### config.mk
export PLATFORM = sky130hd
export DESIGN_NAME = sdram_init_seq
export DESIGN_NICKNAME = d
export VERILOG_FILES = /design/src/rtl/sdi_pkg.sv /design/src/rtl/sdi_rst_sync.sv /design/src/rtl/sdi_refresh_timer.sv /design/src/rtl/sdi_refresh_pend.sv /design/src/rtl/sdi_seq_ctrl.sv /design/src/rtl/sdram_init_seq.sv
export SDC_FILE = /design/constraint.sdc
export NUM_CORES = 1
export LEC_CHECK = 0
export BUFFER_PORTS_ARGS = -buffer_cell sky130_fd_sc_hd__buf_2
export CELL_PAD_IN_SITES_DETAIL_PLACEMENT = 0
export CELL_PAD_IN_SITES_GLOBAL_PLACEMENT = 1
export CORE_ASPECT_RATIO = 1.5
export CORE_MARGIN = 4
export CORE_UTILIZATION = 30
export CTS_CLUSTER_DIAMETER = 200
export DETAILED_ROUTE_END_ITERATION = 7
export GPL_ROUTABILITY_DRIVEN = 0
export PLACE_DENSITY_LB_ADDON = 0.1
export SETUP_SLACK_MARGIN = 0.4
export SYNTH_ARGS = -nofsm -noshare
export SYNTH_HDL_FRONTEND = slang
export SYNTH_SLANG_ARGS = --single-unit
export TNS_END_PERCENT = 50
### constraint.sdc
create_clock -name clk_i -period 3 [get_ports clk_i]
set_input_delay 0.6 -clock clk_i [delete_from_list [all_inputs] [get_ports clk_i]]
set_output_delay 0.6 -clock clk_i [all_outputs]
set_load 0.1 [all_outputs]
### src/rtl/sdi_pkg.sv
package sdi_pkg;

  // Command encoding {cs_n, ras_n, cas_n, we_n}
  typedef enum logic [3:0] {
    CMD_MRS  = 4'b0000,
    CMD_AREF = 4'b0001,
    CMD_PRE  = 4'b0010,
    CMD_READ = 4'b0101,
    CMD_NOP  = 4'b0111
  } sdi_cmd_e;

  typedef enum logic [1:0] {
    PH_WAIT = 2'd0,
    PH_INIT = 2'd1,
    PH_WARM = 2'd2,
    PH_RUN  = 2'd3
  } sdi_phase_e;

endpackage

### src/rtl/sdi_rst_sync.sv
module sdi_rst_sync (
  input  logic clk_i,
  input  logic arst_ni,
  output logic rst_no
);
  logic [1:0] sync_q;

  always_ff @(posedge clk_i or negedge arst_ni) begin
    if (!arst_ni) sync_q <= 2'b00;
    else          sync_q <= {sync_q[0], 1'b1};
  end

  assign rst_no = sync_q[1];
endmodule

### src/rtl/sdi_refresh_timer.sv
module sdi_refresh_timer #(
  parameter int PRESCALE   = 8,
  parameter int REF_PERIOD = 195
) (
  input  logic clk_i,
  input  logic rst_ni,
  input  logic start_i,
  input  logic slow_i,
  output logic en_o,
  output logic expire_o
);
  localparam int PSW = $clog2(2*PRESCALE);
  localparam int PDW = $clog2(REF_PERIOD+1);

  logic           en_q, en_d;
  logic [PSW-1:0] pre_q, pre_d, pre_last;
  logic [PDW-1:0] per_q, per_d;
  logic           tick;

  assign pre_last = slow_i ? PSW'(2*PRESCALE-1) : PSW'(PRESCALE-1);
  assign tick     = en_q && (pre_q >= pre_last);
  assign expire_o = tick && (per_q == PDW'(1));
  assign en_o     = en_q;

  always_comb begin
    en_d  = en_q;
    pre_d = pre_q;
    per_d = per_q;
    if (start_i) begin
      en_d  = 1'b1;
      pre_d = '0;
      per_d = PDW'(REF_PERIOD);
    end else if (en_q) begin
      pre_d = tick ? '0 : pre_q + PSW'(1);
      if (tick) per_d = (per_q == PDW'(1)) ? PDW'(REF_PERIOD) : per_q - PDW'(1);
    end
  end

  always_ff @(posedge clk_i or negedge rst_ni) begin
    if (!rst_ni) begin
      en_q  <= 1'b0;
      pre_q <= '0;
      per_q <= '0;
    end else begin
      en_q <= en_d;
      if (start_i || en_q) begin
        pre_q <= pre_d;
        per_q <= per_d;
      end
    end
  end
endmodule

### src/rtl/sdi_refresh_pend.sv
module sdi_refresh_pend #(
  parameter int REF_BURST = 4,
  parameter int PEND_W    = $clog2(2*REF_BURST+1)
) (
  input  logic              clk_i,
  input  logic              rst_ni,
  input  logic              expire_i,
  input  logic              take_i,
  output logic              req_o,
  output logic              busy_o,
  output logic [PEND_W-1:0] pend_o
);
  logic [PEND_W-1:0] pend_q, pend_d;
  logic              req_q;

  always_comb begin
    pend_d = pend_q;
    if (take_i)   pend_d = pend_d - PEND_W'(1);
    if (expire_i) pend_d = pend_d + PEND_W'(REF_BURST);
  end

  always_ff @(posedge clk_i or negedge rst_ni) begin
    if (!rst_ni) begin
      pend_q <= '0;
      req_q  <= 1'b0;
    end else begin
      req_q <= expire_i;
      if (take_i || expire_i) pend_q <= pend_d;
    end
  end

  assign req_o  = req_q;
  assign busy_o = (pend_q != '0);
  assign pend_o = pend_q;
endmodule

### src/rtl/sdi_seq_ctrl.sv
module sdi_seq_ctrl
  import sdi_pkg::*;
#(
  parameter int          ADDR_W     = 13,
  parameter int          WAIT_CYC   = 10000,
  parameter int          NOP_GAP    = 2,
  parameter int          INIT_AREF  = 8,
  parameter int          WARM_COUNT = 10,
  parameter int          AP_BIT     = 10,
  parameter int          WORD_SHIFT = 2,
  parameter logic [7:0]  MODE_VAL   = 8'h22
) (
  input  logic              clk_i,
  input  logic              rst_ni,
  input  logic              ref_busy_i,
  output logic [3:0]        cmd_o,
  output logic [ADDR_W-1:0] addr_o,
  output logic              done_o,
  output logic              take_o,
  output logic              tmr_start_o
);
  localparam int INIT_STEPS = INIT_AREF + 3;
  localparam int LAST_INIT  = INIT_STEPS - 1;
  localparam int STEP_MAX   = (INIT_STEPS > WARM_COUNT) ? INIT_STEPS : WARM_COUNT;
  localparam int SW         = $clog2(STEP_MAX + 1);
  localparam int WCW        = $clog2(WAIT_CYC + 1);
  localparam int GW         = $clog2(NOP_GAP + 1);
  localparam logic [ADDR_W-1:0] PRE_ADDR  = ADDR_W'(1) << AP_BIT;
  localparam logic [ADDR_W-1:0] MODE_ADDR = ADDR_W'(MODE_VAL) << WORD_SHIFT;

  sdi_phase_e        phase_q, phase_d;
  logic [WCW-1:0]    wcnt_q, wcnt_d;
  logic [SW-1:0]     step_q, step_d;
  logic [GW-1:0]     gap_q, gap_d;
  logic [3:0]        cmd_q, cmd_d;
  logic [ADDR_W-1:0] addr_q, addr_d;
  logic              done_q, done_d;
  logic              issue_ok;

  assign issue_ok = (gap_q == '0);

  always_comb begin
    phase_d     = phase_q;
    wcnt_d      = wcnt_q;
    step_d      = step_q;
    gap_d       = issue_ok ? gap_q : gap_q - GW'(1);
    cmd_d       = CMD_NOP;
    addr_d      = '0;
    done_d      = done_q;
    take_o      = 1'b0;
    tmr_start_o = 1'b0;
    unique case (phase_q)
      PH_WAIT: begin
        if (wcnt_q == WCW'(WAIT_CYC-1)) begin
          phase_d = PH_INIT;
          step_d  = '0;
        end else begin
          wcnt_d = wcnt_q + WCW'(1);
        end
      end
      PH_INIT: begin
        if (issue_ok) begin
          gap_d = GW'(NOP_GAP);
          if (step_q == '0) begin
            cmd_d  = CMD_PRE;
            addr_d = PRE_ADDR;
          end else if (step_q == SW'(1) || step_q == SW'(LAST_INIT)) begin
            cmd_d  = CMD_MRS;
            addr_d = MODE_ADDR;
          end else begin
            cmd_d  = CMD_AREF;
          end
          if (step_q == SW'(LAST_INIT)) begin
            phase_d     = PH_WARM;
            step_d      = '0;
            tmr_start_o = 1'b1;
          end else begin
            step_d = step_q + SW'(1);
          end
        end
      end
      PH_WARM: begin
        if (issue_ok) begin
          gap_d = GW'(NOP_GAP);
          if (ref_busy_i) begin
            cmd_d  = CMD_AREF;
            take_o = 1'b1;
          end else begin
            cmd_d  = CMD_READ;
            addr_d = ADDR_W'(step_q) << WORD_SHIFT;
            if (step_q == SW'(WARM_COUNT-1)) begin
              phase_d = PH_RUN;
              done_d  = 1'b1;
            end else begin
              step_d = step_q + SW'(1);
            end
          end
        end
      end
      PH_RUN: begin
        if (issue_ok && ref_busy_i) begin
          gap_d  = GW'(NOP_GAP);
          cmd_d  = CMD_AREF;
          take_o = 1'b1;
        end
      end
      default: phase_d = PH_WAIT;
    endcase
  end

  always_ff @(posedge clk_i or negedge rst_ni) begin
    if (!rst_ni) begin
      phase_q <= PH_WAIT;
      wcnt_q  <= '0;
      step_q  <= '0;
      gap_q   <= '0;
      cmd_q   <= CMD_NOP;
      addr_q  <= '0;
      done_q  <= 1'b0;
    end else begin
      phase_q <= phase_d;
      if (phase_q == PH_WAIT) wcnt_q <= wcnt_d;
      step_q  <= step_d;
      gap_q   <= gap_d;
      cmd_q   <= cmd_d;
      addr_q  <= addr_d;
      done_q  <= done_d;
    end
  end

  assign cmd_o  = cmd_q;
  assign addr_o = addr_q;
  assign done_o = done_q;
endmodule

### src/rtl/sdram_init_seq.sv
module sdram_init_seq #(
  parameter int          ADDR_W     = 13,
  parameter int          WAIT_CYC   = 10000,
  parameter int          NOP_GAP    = 2,
  parameter int          INIT_AREF  = 8,
  parameter int          WARM_COUNT = 10,
  parameter int          REF_BURST  = 4,
  parameter int          PRESCALE   = 8,
  parameter int          REF_PERIOD = 195,
  parameter int          AP_BIT     = 10,
  parameter int          WORD_SHIFT = 2,
  parameter logic [7:0]  MODE_VAL   = 8'h22
) (
  input  logic              clk_i,
  input  logic              rst_ni,
  input  logic              slow_ref_i,
  output logic [3:0]        cmd_o,
  output logic [ADDR_W-1:0] addr_o,
  output logic              init_done_o,
  output logic              ref_req_o
);
  localparam int PEND_W = $clog2(2*REF_BURST+1);

  logic              rst_sync_n;
  logic              tmr_start, tmr_en, expire;
  logic              take, ref_busy;
  logic [PEND_W-1:0] ref_pend;

  sdi_rst_sync u_rst (
    .clk_i   (clk_i),
    .arst_ni (rst_ni),
    .rst_no  (rst_sync_n)
  );

  sdi_refresh_timer #(.PRESCALE(PRESCALE), .REF_PERIOD(REF_PERIOD)) u_timer (
    .clk_i    (clk_i),
    .rst_ni   (rst_sync_n),
    .start_i  (tmr_start),
    .slow_i   (slow_ref_i),
    .en_o     (tmr_en),
    .expire_o (expire)
  );

  sdi_refresh_pend #(.REF_BURST(REF_BURST), .PEND_W(PEND_W)) u_pend (
    .clk_i    (clk_i),
    .rst_ni   (rst_sync_n),
    .expire_i (expire),
    .take_i   (take),
    .req_o    (ref_req_o),
    .busy_o   (ref_busy),
    .pend_o   (ref_pend)
  );

  sdi_seq_ctrl #(
    .ADDR_W(ADDR_W), .WAIT_CYC(WAIT_CYC), .NOP_GAP(NOP_GAP),
    .INIT_AREF(INIT_AREF), .WARM_COUNT(WARM_COUNT), .AP_BIT(AP_BIT),
    .WORD_SHIFT(WORD_SHIFT), .MODE_VAL(MODE_VAL)
  ) u_ctrl (
    .clk_i       (clk_i),
    .rst_ni      (rst_sync_n),
    .ref_busy_i  (ref_busy),
    .cmd_o       (cmd_o),
    .addr_o      (addr_o),
    .done_o      (init_done_o),
    .take_o      (take),
    .tmr_start_o (tmr_start)
  );
endmodule

# Yosys cells after proc, flatten, opt, wreduce, memory -nomap -nowiden
# Cells that the tools add are included.
[totals]
wordCells = 106
ff_bits = 60
in_bits = 3
latchBits = 0
mem_count = 0
mem_bits_ro = 0
ramBits = 0
out_inout_bits = 19
[op_classes]
shifts = 0
div = 0
addsub = 7
mux = 48
n_mul = 0
bitwise_logic = 2
n_reduce_logical = 20
n_eq_ne = 15
order_cmp = 1
[ops]
columns = ["cell", "n"]
rows = [
  ["4-bit two-way mux", 15],
  ["8-bit two-way mux", 5],
  ["13-bit two-way mux", 3],
  ["13-bit one-hot mux with 2 select lines", 1],
  ["4-bit one-hot mux with 3 select lines", 2],
  ["2-bit two-way mux", 9],
  ["14-bit by 1-bit adder with 14-bit output, second input constant", 1],
  ["14-bit == test, second input constant", 1],
  ["2-bit by 1-bit != test with 1-bit output, second input constant", 5],
  ["4-bit by 1-bit adder with 4-bit output, second input constant", 2],
  ["4-bit == test, second input constant", 2],
  ["8-bit by 1-bit == test with 1-bit output, second input constant", 1],
  ["8-bit by 1-bit subtractor with 8-bit output, second input constant", 1],
  ["1-bit two-way mux", 7],
  ["7-bit AND reduction", 1],
  ["3-bit two-way mux", 2],
  ["6-bit two-way mux", 1],
  ["2-bit one-hot mux with 3 select lines", 1],
  ["6-bit AND reduction", 1],
  ["4-bit by 3-bit adder with 4-bit output, second input constant", 1],
  ["2-bit == test, second input constant", 2],
  ["4-bit by 1-bit == test with 1-bit output, second input constant", 1],
  ["4-bit greater-or-equal comparator", 1],
  ["2-bit zero test", 2],
  ["17 further kinds", 25],
]

# Longest topological paths before layout
[logic_depth]
word_depth = 7
depth_mapped = 8
mapped_depth_nobuf = 7

# By module
# A second synthesis with hierarchy kept.
[unflattened]
cells_unflattened = 278
hier_area_um2 = 2871.5
[modules_own_cells]
columns = ["mod", "area_per_inst_um2", "n_inst", "cells_each", "seq_area_each_um2"]
rows = [
  ["sdi_seq_ctrl", 1757.9, 1, 168, 804.5],
  ["sdi_refresh_timer", 803.3, 1, 82, 325.3],
  ["sdi_refresh_pend", 256.5, 1, 25, 125.1],
  ["sdi_rst_sync", 53.8, 1, 3, 50.0],
]

# Worst setup path before layout
# OpenSTA, ideal clock, no wires.
[synth_timing]
path_kind = "register to register"
from = "register u_ctrl.wcnt_q[4]"
to = "register u_ctrl.phase_q[1]"
arrival_time_ns = 2.148
required_time_ns = 2.875
stages_incl_launch_ff = 6
period_less_slack_ns = 2.273
n_path_buf = 0
setup_ns = 0.125
setup_slack_ns = 0.727
cell_sequence = "dfrtp_1 or4b_4 o41ai_4 and4b_4 o2111ai_4 mux2_4"
[synth_via]
elab_chain_len = 3
[synth_rtl]
columns = ["item", "line_no", "source"]
rows = [
  ["start, declared", "sdi_seq_ctrl.sv:32", "logic [WCW-1:0] wcnt_q, wcnt_d;"],
  ["start signal, assigned", "sdi_seq_ctrl.sv:122", "if (phase_q == PH_WAIT) wcnt_q <= wcnt_d;"],
  ["14-bit == test", "sdi_seq_ctrl.sv:54", "if (wcnt_q == WCW'(WAIT_CYC-1)) begin"],
  ["2-bit by 1-bit != test with 1-bit output (no source line)", "-", ""],
  ["7-bit AND reduction (no source line)", "-", ""],
  ["end signal, assigned", "sdi_seq_ctrl.sv:121", "phase_q <= phase_d;"],
  ["end, declared", "sdi_seq_ctrl.sv:31", "sdi_phase_e phase_q, phase_d;"],
]
# No other way between the ends.
# A chain may end at the register's enable or synchronous reset.

# Worst setup path after layout
[layout_timing]
from = "register u_timer.per_q[1]"
to = "register u_pend.pend_q[3] (netlist: u_pend.pend_o[3])"
[layout_via]
elab_chain_len = 3
elab_cells_between_ends = 4
cone_classes = "eq/ne: 1; mux: 1; reduce/logical: 2"
[layout_rtl]
columns = ["item", "line_no", "source"]
rows = [
  ["start, declared", "sdi_refresh_timer.sv:17", "logic [PDW-1:0] per_q, per_d;"],
  ["start signal, assigned", "sdi_refresh_timer.sv:48", "per_q <= per_d;"],
  ["8-bit by 1-bit == test with 1-bit output (*)", "sdi_refresh_timer.sv:22", "assign expire_o = tick && (per_q == PDW'(1));"],
  ["1-bit logical AND (*)", "sdi_refresh_timer.sv:22", ""],
  ["4-bit two-way mux or 1-bit logical OR (tied branches)", "sdi_refresh_pend.sv:19, sdi_refresh_pend.sv:28", ""],
  ["end signal, assigned", "sdi_refresh_pend.sv:28", "if (take_i || expire_i) pend_q <= pend_d;"],
  ["end, declared", "sdi_refresh_pend.sv:13", "logic [PEND_W-1:0] pend_q, pend_d;"],
]
# Every way passes the cells marked *; elsewhere a longest branch is shown, timed or not.

==> metrics.cfg <==
[outcome]
status = complete, no violations

[layout]
num-fill-cells = 940
fin_util = 0.347
antenna_cells = 0
drive_above_1_share = 0.134
area_delta_synth_final_pct = 11.6
regArea_um2 = 1310
final_nets = 311
multi_input_area_um2 = 1340
layout_common_cells = dfrtp_1, nor2_1, nand2_1
layout_commonest_cell = dfrtp_1

[clock_network]
numCtsBuffers = 5
clock_latency_ns = 0.29
cts_resized = 0
cts_num_sinks = 52
ctsHoldBuffers = 0
cts-root-buf = clkbuf_16
cts_buffer_depth = 2
h-tree-depth = 2
clkTransAtPathRegs_ns = 0.07
cts_setup_buffers = 0
tritoncts = built

[critical_path]
setup.worst_path.start_class = flip-flop
rr_endpoint = u_pend.pend_o[3]
r2r_cells = 7
arrival_ns = 2.58
required_ns = 3.18
endpoint = u_pend.pend_o[3]
path_max_fanout = 7
rrSetupSlack_ns = 0.60
critical_path_class = flip-flop to flip-flop
critPathCaptureType = flip-flop
worstSetupStartpoint = u_timer.per_q[1]
r2r-start = u_timer.per_q[1]

[yosys]
synth_area_um2 = 2780
yosys_register_bits = 52
synth-edff-count = 0
syn-instance-count = 272
async_flop_share = 1.00
ys_seq_area_frac = 0.470
synthFlopType = dfrtp_1
synth_cell_types = 49
synthXorXnorAreaFrac = 0.0757
synth_fa_ha_area_frac = 0.0856
synth_compound_area_frac = 0.100
synth_top_family_by_area = simple AND/OR/NAND/NOR gates
synth-simple-area-share = 0.189
ys.warnings.count = 0
avgSynthCellArea_um2 = 10.2
synth_mux_area_frac = 0.0207

[sta]
tightest_slew_ns = 0.688
rsz0062_at_grt = false
hold_viol_final = 0
hold_ws_ns = 0.0747
min_period_ns = 2.40
setup_viol = 0
fin_tns_setup_ns = 0
fmax_mhz = 417
slew_headroom = 0.537
drv_slew = 0
fin_ws_ns = 0.600
fin_crit_sh = 0.800
fin_skew_ns = 0.00948

[route]
dr.pass1.iters = 4
post-route-drc-count = 0
wl_per_cell_um = 13.8
vias_per_cell = 4.71
drt_iter0_drc = 72
wl_um = 5540
postRouteAntennaNets = 0
via_count = 1885

[min_path]
worstHoldPathType = input port to asynchronous set/reset pin

[grt]
first_global_vias = 1911
grt-ovfl-total = 0
grt_pass1_wl_um = 9470
grt_max_degree = 31
track_usage = 0.111
grt_antenna_before_repair = 0

[placed_design]
port_buffers = 13
place_ws_ns = 0.552
hpwl_um = 4180

[power_and_ir_drop]
vdd_drop_max_uv = 216
p_leak_nw = 1.48
pwr_density_cell_nw_per_um2 = 574

[floorplanning]
dieArea_um2 = 10900
core_um2 = 8930
core.rowCount = 42
ios = 22
die_w_um = 86.6
die_h_um = 126
start_util = 0.311

[job]
cap_violations = 0

-- routing by layer --
metal  vias to the layer above  share of wire  track usage
met2                        21           0.55        0.195
li1                        941              -            -
met4                         0          0.019       0.0440
met3                         6          0.021       0.0235
met1                       917           0.41        0.128
met5                         -              0            0
-- critical path, cell delays in order (launching register included) --
cell       delay [ns]
dfrtp_1          0.39
inv_1            0.08
ha_1             0.19
or3b_2           0.46
nor4b_2          0.61
o21a_1           0.21
o2bb2ai_1        0.07
a211o_1          0.29
-- stage by stage --
step                      std cells  power (mW)  area, µm²
after global placement          392        1.16       2940
final                           400        1.78       3100
after CTS                       400        1.81       3100
after detailed placement        392        1.15       2940
after floorplan                 279        1.08       2800
after global routing            400        1.89       3100
-- power breakdown --
part / internal [mW] / switching (mW) / total, mW
logic: 0.115 / 0.178 / 0.293
registers: 0.770 / 0.0726 / 0.842
clock network: 0.393 / 0.252 / 0.645
total: 1.28 / 0.502 / 1.78
-- worst min-delay path by stage --
stage | from | endpoint | slack, ns | cells past startpoint
global route | rst_ni | u_rst.sync_q[0] | 0.07 | 1
floorplan | rst_ni | u_rst.sync_q[0] | 0.30 | 0
CTS | rst_ni | u_rst.sync_q[1] | 0.07 | 1
finish | rst_ni | u_rst.sync_q[1] | 0.07 | 1
global placement | u_rst.sync_q[1] | u_ctrl.gap_q[1] | 0.34 | 0
detailed placement | u_rst.sync_q[1] | u_ctrl.gap_q[1] | 0.33 | 0
-- cells by family after synthesis --
kind of cell	after synthesis
AO/OA/AOI/OAI	37
XOR/XNOR	24
adder cells (fa/ha/maj)	19
buffers and inverters	30
flip-flops	52
multiplexers	5
other	2
AND/OR/NAND/NOR	103
-- sequential cells by signal, summed over array words and instances (netlist names) --
name / cells
u_pend.pend_o: 4
u_timer.en_o: 1
u_ctrl.gap_q: 2
u_timer.per_q: 8
u_ctrl.step_q: 4
u_ctrl.phase_q: 2
u_rst.sync_q: 2
u_ctrl.addr_o: 6
u_ctrl.wcnt_q: 14
u_ctrl.cmd_o: 3
u_timer.pre_q: 4
u_pend.req_o: 1
u_ctrl.done_o: 1
-- area by class of cell --
class                      instances  share of cell area
timing repair buffer              15              0.0258
tap                              110              0.0444
clock inverter                     2              0.0113
sequential                        52               0.421
inverter                          18              0.0218
multi-input combinational        197               0.434
clock buffer                       6              0.0416
-- synthesized netlist by cell type, types with 2 or more instances --
master | n | area share
a21o_1 | 4 | 0.011
nor4_1 | 3 | 0.0068
nand2b_1 | 4 | 0.0090
or3b_2 | 2 | 0.0063
conb_1 | 2 | 0.0027
dfstp_2 | 3 | 0.028
a211o_1 | 2 | 0.0063
and3_1 | 2 | 0.0045
xor2_1 | 13 | 0.041
o22ai_1 | 2 | 0.0045
xnor2_1 | 11 | 0.035
clkbuf_1 | 2 | 0.0027
nand4_1 | 4 | 0.0090
o21a_1 | 2 | 0.0054
nand2_1 | 21 | 0.028
ha_1 | 19 | 0.086
nand3_1 | 18 | 0.032
o21ai_0 | 10 | 0.018
dfrtp_1 | 49 | 0.44
nand3b_1 | 2 | 0.0054
inv_1 | 18 | 0.024
nor2_1 | 31 | 0.042
nor3_1 | 6 | 0.011
a21oi_1 | 8 | 0.014
buf_4 | 9 | 0.024
mux2i_1 | 2 | 0.0072
No activity file was read; power rests on OpenSTA's default activity.
